[config.mk]
export PLATFORM = sky130hd
export DESIGN_NAME = usb_frame_timer
export DESIGN_NICKNAME = d
export VERILOG_FILES = /design/src/rtl/usb_frame_timer_pkg.sv /design/src/rtl/usb_frame_timer_regs.sv /design/src/rtl/usb_frame_timer_dp.sv /design/src/rtl/usb_frame_timer.sv
export SDC_FILE = /design/constraint.sdc
export NUM_CORES = 1
export LEC_CHECK = 0
export BUFFER_PORTS_ARGS = -buffer_cell sky130_fd_sc_hd__buf_2
export CORE_AREA = 10 10 87 89
export DETAILED_ROUTE_END_ITERATION = 6
export DIE_AREA = 0 0 97 99
export MAX_ROUTING_LAYER = met4
export PLACE_DENSITY = 0.59
export SKIP_CTS_REPAIR_TIMING = 1
export SLEW_MARGIN = 20
export SYNTH_ARGS = -nofsm -noshare
export SYNTH_HDL_FRONTEND = slang
export SYNTH_SLANG_ARGS = --single-unit
[constraint.sdc]
create_clock -name clk -period 2.41 [get_ports clk]
set_clock_uncertainty 0.1 [all_clocks]
set_input_delay 0.482 -clock clk [delete_from_list [all_inputs] [get_ports clk]]
set_output_delay 0.482 -clock clk [all_outputs]
set_load 0.005 [all_outputs]
[src/rtl/usb_frame_timer_pkg.sv]
package usb_frame_timer_pkg;

  typedef enum logic [1:0] {
    REG_TLO  = 2'd0,
    REG_THI  = 2'd1,
    REG_CTRL = 2'd2,
    REG_ARM  = 2'd3
  } regSel_e;

  // control -> datapath strobes
  typedef struct packed {
    logic armLoad;   // load full reload now
    logic run;       // enable && armed
    logic clrFrame;  // restart frame numbering
  } tmrStrobe_t;

endpackage

[src/rtl/usb_frame_timer_regs.sv]
module usb_frame_timer_regs
  import usb_frame_timer_pkg::*;
#(
  parameter int CNT_W  = 14,
  parameter int DATA_W = 8
) (
  input  logic              clk,
  input  logic              rstN,
  input  logic              wrEn,
  input  logic [1:0]        addr,
  input  logic [DATA_W-1:0] wrData,
  input  logic [CNT_W-1:0]  count,
  output logic [DATA_W-1:0] rdData,
  output logic [CNT_W-1:0]  reload,
  output tmrStrobe_t        strobe,
  output logic              hostMode,
  output logic              polaritySwap,
  output logic              fullFeat
);
  localparam int HI_W        = CNT_W - DATA_W;
  localparam int GAUGE_SHIFT = CNT_W - DATA_W;

  regSel_e           sel;
  logic [DATA_W-1:0] loReg;
  logic [HI_W-1:0]   hiReg;
  logic              enable;
  logic              armed;

  assign sel = regSel_e'(addr);

  always_ff @(posedge clk) begin
    if (!rstN) begin
      loReg        <= '0;
      hiReg        <= '0;
      enable       <= 1'b0;
      armed        <= 1'b0;
      hostMode     <= 1'b0;
      polaritySwap <= 1'b0;
      fullFeat     <= 1'b0;
    end else if (wrEn) begin
      unique case (sel)
        REG_TLO:  loReg <= wrData;
        REG_THI: begin
          hiReg        <= wrData[HI_W-1:0];
          hostMode     <= wrData[DATA_W-1];
          polaritySwap <= wrData[DATA_W-2];
          fullFeat     <= 1'b1;
        end
        REG_CTRL: enable <= wrData[0];
        REG_ARM:  armed  <= 1'b1;
        default:  ;
      endcase
    end
  end

  assign reload = {hiReg, loReg};

  always_comb begin
    strobe          = '0;
    strobe.armLoad  = wrEn && (sel == REG_ARM);
    strobe.clrFrame = wrEn && (sel == REG_THI);
    strobe.run      = enable && armed;
  end

  always_comb begin
    unique case (sel)
      REG_TLO:  rdData = loReg;
      REG_THI:  rdData = count[CNT_W-1:GAUGE_SHIFT];
      REG_CTRL: rdData = {{(DATA_W-1){1'b0}}, enable};
      REG_ARM:  rdData = {{(DATA_W-1){1'b0}}, armed};
      default:  rdData = '0;
    endcase
  end

endmodule

[src/rtl/usb_frame_timer_dp.sv]
module usb_frame_timer_dp
  import usb_frame_timer_pkg::*;
#(
  parameter int CNT_W   = 14,
  parameter int FRAME_W = 11
) (
  input  logic               clk,
  input  logic               rstN,
  input  tmrStrobe_t         strobe,
  input  logic [CNT_W-1:0]   reload,
  output logic [CNT_W-1:0]   count,
  output logic               sofTick,
  output logic [FRAME_W-1:0] frameNum
);
  logic expire;

  // last count of the frame: the next edge would reach zero
  assign expire = strobe.run && (count <= CNT_W'(1));

  always_ff @(posedge clk) begin
    if (!rstN) begin
      count    <= '0;
      sofTick  <= 1'b0;
      frameNum <= '0;
    end else begin
      sofTick <= 1'b0;
      if (strobe.armLoad) begin
        count <= reload;
      end else if (expire) begin
        count    <= reload;
        sofTick  <= 1'b1;
        frameNum <= frameNum + FRAME_W'(1);
      end else if (strobe.run) begin
        count <= count - CNT_W'(1);
      end
      if (strobe.clrFrame) frameNum <= '0;
    end
  end

endmodule

[src/rtl/usb_frame_timer.sv]
module usb_frame_timer
  import usb_frame_timer_pkg::*;
#(
  parameter int CNT_W   = 14,
  parameter int DATA_W  = 8,
  parameter int FRAME_W = 11
) (
  input  logic               clk,
  input  logic               rstN,
  input  logic               wrEn,
  input  logic [1:0]         addr,
  input  logic [DATA_W-1:0]  wrData,
  output logic [DATA_W-1:0]  rdData,
  output logic               sofTick,
  output logic [FRAME_W-1:0] frameNum,
  output logic               hostMode,
  output logic               polaritySwap,
  output logic               fullFeat
);
  tmrStrobe_t       strobe;
  logic [CNT_W-1:0] reload;
  logic [CNT_W-1:0] count;

  usb_frame_timer_regs #(.CNT_W(CNT_W), .DATA_W(DATA_W)) regs_i (
    .clk(clk), .rstN(rstN), .wrEn(wrEn), .addr(addr), .wrData(wrData),
    .count(count), .rdData(rdData), .reload(reload), .strobe(strobe),
    .hostMode(hostMode), .polaritySwap(polaritySwap), .fullFeat(fullFeat)
  );

  usb_frame_timer_dp #(.CNT_W(CNT_W), .FRAME_W(FRAME_W)) dp_i (
    .clk(clk), .rstN(rstN), .strobe(strobe), .reload(reload),
    .count(count), .sofTick(sofTick), .frameNum(frameNum)
  );

endmodule

-- After elaboration in Yosys (flattened, before gate mapping)
Index checks and enable logic that the tools add are counted.
W data, S select, Z words.
- register bits: 45
- input bits: 13
- output and inout bits: 23
- logic and storage cells: 36
- $add $sub $neg: 2
- $lt $le $gt $ge: 1
- equal/unequal tests: 3
- mux-type cells: 5
- bitwise operators: 2
- reductions and logical operators: 13
- operators with widths (cell ; count):
    $mux W14 ; 3
    $pmux W8 S4 ; 1
    $le A14 B1 Y1 const B ; 1
    $sub A14 B1 Y14 const B ; 1
    $add A11 B1 Y11 const B ; 1
    $reduce_and A2 Y1 ; 5
    $eq A2 B2 Y1 const B ; 2
    $logic_and A1 B1 Y1 ; 4
    $reduce_or A2 Y1 ; 2
    $reduce_bool A3 Y1 ; 1
    $eq A2 B1 Y1 const B ; 1
    $logic_not A2 Y1 ; 1
    $not A1 Y1 ; 2
    $mux W1 ; 1

-- Longest topological paths before layout
Gate-level depths: netlist (run 1).
- depth after elaboration: 4
- depth in mapped cells: 8

-- Cells and area by module
A second synthesis (run 1) with hierarchy kept.
- cells, all modules: 274
- area, all modules: 2327.2 µm²
- modules (own cells, without submodules) (module ; times used ; cells an instance ; area each (µm²) ; sequential area each (µm²)):
    usb_frame_timer_dp ; 1 ; 183 ; 1443.9 ; 520.5
    usb_frame_timer_regs ; 1 ; 91 ; 883.3 ; 380.4

-- Least setup slack after synthesis (run 1)
OpenSTA, ideal clock, no wires.
- kind: flip-flop to flip-flop
- start: register dp_i.count[9]
- end: register dp_i.frameNum[10]
- library setup time: 71 ps
- arrival time: 1937 ps
- data required time: 2239 ps
- slack: 303 ps
- cell stages (with the launch flop): 7
- buffers on the path: 1
- clock period less this slack: 2107 ps
- cell sequence: dfxtp_1 > or4_4 > buf_6 > nor4_4 > nand4_2 > or3_1 > a21oi_1
- word-level cells in the longest chain between the ends: 3
- ends and longest elaborated chain (item ; RTL line ; RTL):
    start: declaration ; usb_frame_timer_dp.sv:11 ; output logic [CNT_W-1:0] count,
    start signal: assignment ; usb_frame_timer_dp.sv:28 ; count <= reload;
    start signal: assignment ; usb_frame_timer_dp.sv:30 ; count <= reload;
    start signal: assignment ; usb_frame_timer_dp.sv:34 ; count <= count - CNT_W'(1);
    $le A14 B1 Y1 ; usb_frame_timer_dp.sv:18 ; assign expire = strobe.run && (count <= CNT_W'(1));
    $logic_and A1 B1 Y1 ; usb_frame_timer_dp.sv:18 ;
    $reduce_and A2 Y1 (no line) ; - ;
    end signal: assignment ; usb_frame_timer_dp.sv:32 ; frameNum <= frameNum + FRAME_W'(1);
    end: declaration ; usb_frame_timer_dp.sv:13 ; output logic [FRAME_W-1:0] frameNum
Every way passes these cells.
A chain may end at the register's enable or synchronous reset.

-- Final worst setup path (run 1)
Same ends and word-level chain as after synthesis.

==> results of run 1 <==
[layout make-up]
class	instances	area (um2)	share of cell area (%)
clock inverters	2	37.5	1.37
multi-input cells	208	1280	46.6
well taps	75	93.8	3.42
clock buffers	6	82.6	3.01
repair buffers	56	333	12.1
flip-flops and latches	45	902	32.9
inverters	4	15.0	0.548
[sequential cells by signal, summed over array words and instances, names as in the netlist]
register	flops
regs_i.loReg	8
regs_i.armed	1
dp_i.sofTick	1
regs_i.hiReg	6
dp_i.count	14
dp_i.frameNum	11
regs_i.hostMode	1
regs_i.polaritySwap	1
regs_i.enable	1
regs_i.fullFeat	1
[tightest hold or removal path: cells and delay by family]
kind                   cells  cell delay [ps]
buffers and inverters      1               80
multiplexers               1               60
AND/OR/NAND/NOR            1               70
[worst paths after layout]
path | slack, ps | end | cells after the start | startpoint
worst max-delay path | 200 | dp_i.frameNum[10] | 5 | dp_i.count[9]
worst max register to register | 200 | dp_i.frameNum[10] | 5 | dp_i.count[9]
worst min-delay path | 330 | regs_i.loReg[7] | 3 | wrData[7]
worst min register to register | 370 | regs_i.hiReg[0] | 2 | regs_i.hiReg[0]
[stage by stage]
stage	std cells	setup slack (ps)	hold WS (ps)	total power, mW
2_1_floorplan	273	303	336	0.927
3_3_place_gp	387	220	342	1.01
3_5_place_dp	387	142	352	1.01
4_1_cts	395	118	325	1.61
5_1_grt	396	-3.53	332	1.66
6_report	396	198	331	1.60
[cells in the mapped netlist, types with 4 or more instances]
cell type  count  share of area [%]
a21oi_1       20                4.4
nand4_1        6                1.7
nor3_1         4               0.89
nor2_1        42                7.0
a32oi_1        5                1.9
inv_1          4               0.66
xnor2_1        4                1.5
nor4_1         4                1.1
clkbuf_1      11                1.8
or3_1          4                1.1
nand2_1       36                6.0
dfxtp_1       45                 40
o211ai_1       7                2.3
mux2i_1       17                7.5
nand3_1       11                2.4
xor2_1         5                1.9
a31oi_1        4                1.1
[layer usage]
metal	track usage, %	vias to the layer above	share of wire, %
li1	-	1067	-
met1	16.9	1012	47
met2	20.8	77	45
met3	3.21	10	6.0
met4	5.22	0	1.4
met5	-	-	0
[logic make-up after synthesis]
family                   share of synthesized area (%)
buffers and inverters                             3.71
XOR/XNOR                                          3.49
AND/OR/NAND/NOR                                   28.8
flip-flops                                        39.8
AO/OA/AOI/OAI                                     13.9
multiplexers                                      8.52
adder cells (fa/ha/maj)                           1.66
[power groups by stage]
stage | Clock [mW] | Sequential, mW | Combinational [mW]
4_1_cts | 0.614 | 0.785 | 0.206
2_1_floorplan | 0 | 0.794 | 0.133
3_5_place_dp | 0 | 0.802 | 0.205
6_report | 0.604 | 0.786 | 0.208
3_3_place_gp | 0 | 0.803 | 0.207
5_1_grt | 0.641 | 0.789 | 0.232
==> flow_summary.ini, run 1 <==
[clock_tree]
clkTransAtPathRegs_ps = 90
cts_tree = yes
numCtsBuffers = 5
clock_latency_ps = 300
cts.sinks = 45
ctsRootBufferMaster = clkbuf_8
cts_max_level = 2
clock_path_buffers = 2

[setup_path]
path_class = flop to flop
cp_slowest_cell = or4_4
worst_ep_arrival_time_ps = 2340
cp_slowest_stage_delay_ps = 630
cp_data_required_time_ps = 2540
cp-end-kind = flop
crit_buf_inv = 0
crit_family = simple AND/OR/NAND/NOR gates
cp_max_fo = 7
worstSetupStartpointType = flop
cp_cell_sequence = or4_4 > nor4_4 > nand4_2 > or3_1 > a21oi_1

[place]
dpl_cell_area_mm2 = 0.00261
routabilityCongestion = 0.934
port_buffers = 35
dp_hpwl_um = 4910

[floorplanning]
chipWidth_um = 97
die-area_mm2 = 0.00960
start_util_pct = 38.6
die_h_um = 99
ios = 36
row_count = 28
core_area_mm2 = 0.00585

[layout]
utilization_pct = 46.9
drive_above_1_share_pct = 23.1
final_cell_mix = dfxtp_1 (44), nor2_1 (42), nand2_1 (36), buf_2 (35), buf_4 (21)
fill_cells = 592
area_growth_pct = 21.3
final_area_mm2 = 0.00274
finalNetCount = 336
final_common_cell = dfxtp_1
insertedDiodeCount = 0

[sta]
period_needed_ps = 2210
post-route-period-util_pct = 91.8
tightestPinTransition_ps = 572
finalHoldViolCount = 0
setup_violations = 0
max_freq_mhz = 452
relSlewSlack_pct = 61.7
slew_violations = 0
setup_tns_ps = 0

[drt]
wl_per_cell_um = 16.2
drt_iter0_drc = 183
vias = 2166
routed_wl_um = 6430
drc = 0
ant_nets = 0
dr.pass1.iters = 5
avgViaCountPerCell = 5.47

[power_and_ir_drop]
p_switching_uw = 413
seqPwrFrac_pct = 49.2
ir_drop_uv = 310
switching_share_pct = 25.8
clock_power_share_pct = 37.8
cellPowerDensity_mw_per_mm2 = 583
p_leak_nw = 1.12
p_comb_share_pct = 13.0
cell_internal_pwr_mw = 1.18

[global_route]
grt_max_degree = 28
grt_first_pass_wirelength_um = 10800
antenna_found_initial = 0
first_global_vias = 2142
grt_usage_pct = 13.6
grt_overflow_total = 0

[yosys]
netlist_area_mm2 = 0.00226
synth_cell_types = 46
synth_seq_cells = 45
yosysSeqAreaShare_pct = 39.8
syn-instance-count = 273
synth_nets = 289
syn_avg_cell_area_um2 = 8.28
ys_async_sr_fraction_pct = 0
yosysWarnings = 0
synth-edff-count = 0
ys.flop_type = dfxtp_1

[hold_path]
hold_class = primary input to flop

[job]
maxCapViolCount = 0

[status]
outcome = complete, no violations
Note: power is estimated with default switching activity, not from simulation.
==> run 2: changes to the inputs <==
Settings changed: PLACE_DENSITY 0.59 to 0.62.
Clock period 2.41 ns to 2.5 ns, I/O delays scaled along.
==> run 2 against run 1 <==
- worst hold slack improved by 10 ps
- final cell count shrank 1.0%
- critical path depth stayed put
- die area unchanged
- clock power is 22% lower
- sequential share of layout area grew 0.63 points
- via count decreased by 0.18%
- setup slack gained 62 ps
- sequential power is 3.9% lower
- first-iteration DRC count fell by 35%
- combinational power fell by 6%
- critical endpoint is now dp_i.count[2]
- largest power group unchanged
- highest routed layer unchanged
==> flow_summary.ini, run 2 (same netlist as run 1, synthesis figures left out) <==
[job]
maxCapViolCount = 0

[sta]
slew_violations = 0
rsz0062_at_grt = false
holdWs_ps = 341
tightestPinTransition_ps = 678
finalHoldViolCount = 0
max_freq_mhz = 447
relSlewSlack_pct = 54.4
period_needed_ps = 2240
setup_tns_ps = 0
finalWorstSetupSlack_ps = 261
post-route-period-util_pct = 89.6
setup_violations = 0

[layout]
insertedDiodeCount = 0
drive_above_1_share_pct = 21.5
reg_top3 = dp_i.count x14, dp_i.frameNum x11, regs_i.loReg x8
top_register = dp_i.count
fill_cells = 587
finalNetCount = 333
final_cell_mix = dfxtp_1 (45), nor2_1 (42), nand2_1 (36), buf_2 (35), a21oi_1 (20)
area_growth_pct = 18.8
final_common_cell = dfxtp_1
utilization_pct = 45.9
final_area_mm2 = 0.00269
largest_reg_flops = 14

[place]
routabilityCongestion = 0.894
port_buffers = 35
dp_slack_ps = 146
dp_hpwl_um = 4690
dpl_cell_area_mm2 = 0.00258

[clock_tree]
clkTransAtPathRegs_ps = 80
clock_path_buffers = 2
ctsRootBufferMaster = clkbuf_8
cts_tree = yes
numCtsBuffers = 5
cts.sinks = 45
clock_latency_ps = 300
cts_max_level = 2

[status]
outcome = complete, no violations

[global_route]
first_global_vias = 2182
antenna_found_initial = 0
grt_first_pass_wirelength_um = 10800
grt_max_degree = 30
grt_overflow_total = 0
grt_usage_pct = 13.7

[setup_path]
r2r_slack_ps = 260
cp-end-kind = flop
path_class = flop to flop
worstSetupStartpointType = flop
worst_ep_arrival_time_ps = 2370
cp_max_fo = 14
cp_data_required_time_ps = 2630

[power_and_ir_drop]
p_leak_nw = 1.09
ir_drop_uv = 260
cellPowerDensity_mw_per_mm2 = 528

[drt]
ant_nets = 0
avgViaCountPerCell = 5.52
wl_per_cell_um = 16.0
vias = 2162
routed_wl_um = 6290
drt_iter0_drc = 119
drc = 0
dr.pass1.iters = 4

[floorplanning]
die_h_um = 99
ios = 36
die-area_mm2 = 0.00960
start_util_pct = 38.6
chipWidth_um = 97
core_area_mm2 = 0.00585
row_count = 28

[hold_path]
hold_class = primary input to flop
run 2: area by class of cell:
type                            count  area (um2)  share of cell area, %
Timing Repair Buffer               53         310                   11.6
Clock inverter                      1        7.51                  0.279
Clock buffer                        6        82.6                   3.07
Inverter                            4        15.0                  0.559
Multi-Input combinational cell    208        1280                   47.5
Sequential cell                    45         901                   33.5
Tap cell                           75        93.8                   3.49
run 2: final timing paths:
check             cells after the start                start                   to
setup / recovery                      5       dp_i.count[10]        dp_i.count[2]
hold / removal                        3            wrData[6]  regs_i.polaritySwap
setup reg to reg                      5       dp_i.count[10]        dp_i.count[2]
hold reg to reg                       2  regs_i.polaritySwap  regs_i.polaritySwap
run 2: critical path, stage by stage (launching register included):
cell,delay [ps]
dfxtp_1,360
or4_4,590
nor3_4,350
a21o_1,450
nand2_1,150
a31oi_1,170
run 2: per-stage QoR:
stage | std cells | power [mW]
after global placement | 383 | 0.961
after CTS | 390 | 1.43
after detailed placement | 383 | 0.963
after global routing | 392 | 1.49
after floorplan | 273 | 0.894
final | 392 | 1.42
run 2: per-layer routing:
layer | track usage (%) | part of all wire, %
met5 | - | 0
met4 | 5.56 | 2.4
met3 | 3.07 | 5.7
met2 | 20.3 | 42
met1 | 17.6 | 50
run 2: report_power, final:
part           internal [mW]  leakage (nW)  total (mW)  switching (mW)
clock                  0.219        0.0433       0.469           0.250
combinational         0.0762         0.682       0.195           0.119
sequential             0.735         0.365       0.755          0.0198
==> run 3: changes to the inputs <==
Settings changed: BUFFER_PORTS_ARGS -buffer_cell sky130_fd_sc_hd__buf_2 to default, DONT_BUFFER_PORTS from default to 1, PLACE_DENSITY 0.62 to 0.57.
==> run 3 against run 2 <==
- design area decreased by 6.3%
- die area unchanged
- clock power increased by 39%
==> flow_summary.ini, run 3 (same netlist as run 1, synthesis figures left out) <==
[status]
outcome = complete, no violations

[setup_path]
r2r_slack_ps = 160
cp_slowest_stage_delay_ps = 530
cp_max_fo = 6
cp_data_required_time_ps = 2630
path_class = flop to flop
r2r-end = dp_i.count[12]
crit_buf_inv = 2
cp-end-kind = flop
crit_cells = 8
cp_slowest_cell = o211ai_1
crit_family = compound AO/OA/AOI/OAI gates
cp_cell_sequence = inv_1 > ha_1 > o211ai_1 > nor4_4 > nor4_1 > buf_4 > a22oi_1 > a21oi_1
worstSetupStartpoint = dp_i.count[0]
worst_ep_arrival_time_ps = 2470
worstSetupStartpointType = flop
crit_path_end = dp_i.count[12]
rr_startpoint = dp_i.count[0]
rr_worst_depth = 8

[clock_tree]
clkTransAtPathRegs_ps = 90
numCtsBuffers = 5
ctsRootBufferMaster = clkbuf_8
clock_latency_ps = 300
cts_tree = yes
cts_max_level = 2
cts.sinks = 45
clock_path_buffers = 2

[layout]
final_cell_mix = dfxtp_1 (45), nor2_1 (42), nand2_1 (36), a21oi_1 (20), mux2i_1 (17)
drive_above_1_share_pct = 10.4
final_common_cell = dfxtp_1
insertedDiodeCount = 0
top_register = dp_i.count
largest_reg_flops = 14
final_area_mm2 = 0.00252
reg_top3 = dp_i.count x14, dp_i.frameNum x11, regs_i.loReg x8
area_growth_pct = 11.3
finalNetCount = 293

[sta]
finalWorstSetupSlack_ps = 159
max_freq_mhz = 427
rsz0062_at_grt = false
post-route-period-util_pct = 93.6
period_needed_ps = 2340
tightestPinTransition_ps = 603
slew_violations = 0
setup_tns_ps = 0
finalHoldViolCount = 0
setup_violations = 0
relSlewSlack_pct = 59.6

[hold_path]
worstHoldPathCells = 2
hold_class = primary input to flop

[floorplanning]
row_count = 28
start_util_pct = 38.6
die-area_mm2 = 0.00960
chipWidth_um = 97
die_h_um = 99
core_area_mm2 = 0.00585
ios = 36

[global_route]
antenna_found_initial = 0
grt_first_pass_wirelength_um = 10300
first_global_vias = 1987
grt_max_degree = 29
grt_usage_pct = 13.2
grt_overflow_total = 0

[job]
maxCapViolCount = 0

[power_and_ir_drop]
p_leak_nw = 0.918
cellPowerDensity_mw_per_mm2 = 626
ir_drop_uv = 348

[drt]
vias = 1980
drt_iter0_drc = 143
avgViaCountPerCell = 5.61
drc = 0
routed_wl_um = 6240
dr.pass1.iters = 4
ant_nets = 0
wl_per_cell_um = 17.7

[place]
dpl_cell_area_mm2 = 0.00238
routabilityCongestion = 0.937
port_buffers = 0
dp_hpwl_um = 4710
dp_slack_ps = 239
## run 3: how the worst min path moves through the flow
stage	startpoint	to
2_1_floorplan	regs_i.hiReg[2]	regs_i.hiReg[2]
3_3_place_gp	regs_i.hiReg[4]	regs_i.hiReg[4]
3_5_place_dp	regs_i.hiReg[4]	regs_i.hiReg[4]
4_1_cts	wrData[7]	regs_i.hostMode
5_1_grt	wrData[4]	regs_i.hiReg[4]
6_report	wrData[0]	regs_i.hiReg[0]
## run 3: per-layer routing
layer	track usage, %	up-vias	wire length [um]
met4	3.41	0	64
met2	20.7	65	2760
met5	-	-	0
met1	16.1	923	2930
li1	-	985	-
met3	3.77	7	487
## run 3: cell type report
class,count,area [um2]
fill,598,3330
multi-input combinational,208,1280
sequential,45,901
timing repair buffer,13,97.6
tap,75,93.8
clock buffer,5,68.8
clock inverter,3,65.1
inverter,4,15.0
## run 3: metrics by stage
stage,power [mW],cells,utilization [%],hold slack [ps]
floorplan,0.894,273,-,336
global placement,0.937,345,40.7,353
detailed placement,0.937,345,40.7,357
CTS,1.58,353,43.0,219
global route,1.63,353,43.0,236
finish,1.58,353,43.0,223
## run 3: where the power goes
part / leakage (nW) / switching [mW] / internal, mW
Combinational: 0.485 / 0.100 / 0.0651
Clock: 0.0681 / 0.255 / 0.397
Sequential: 0.365 / 0.0229 / 0.735
Total: 0.918 / 0.378 / 1.20
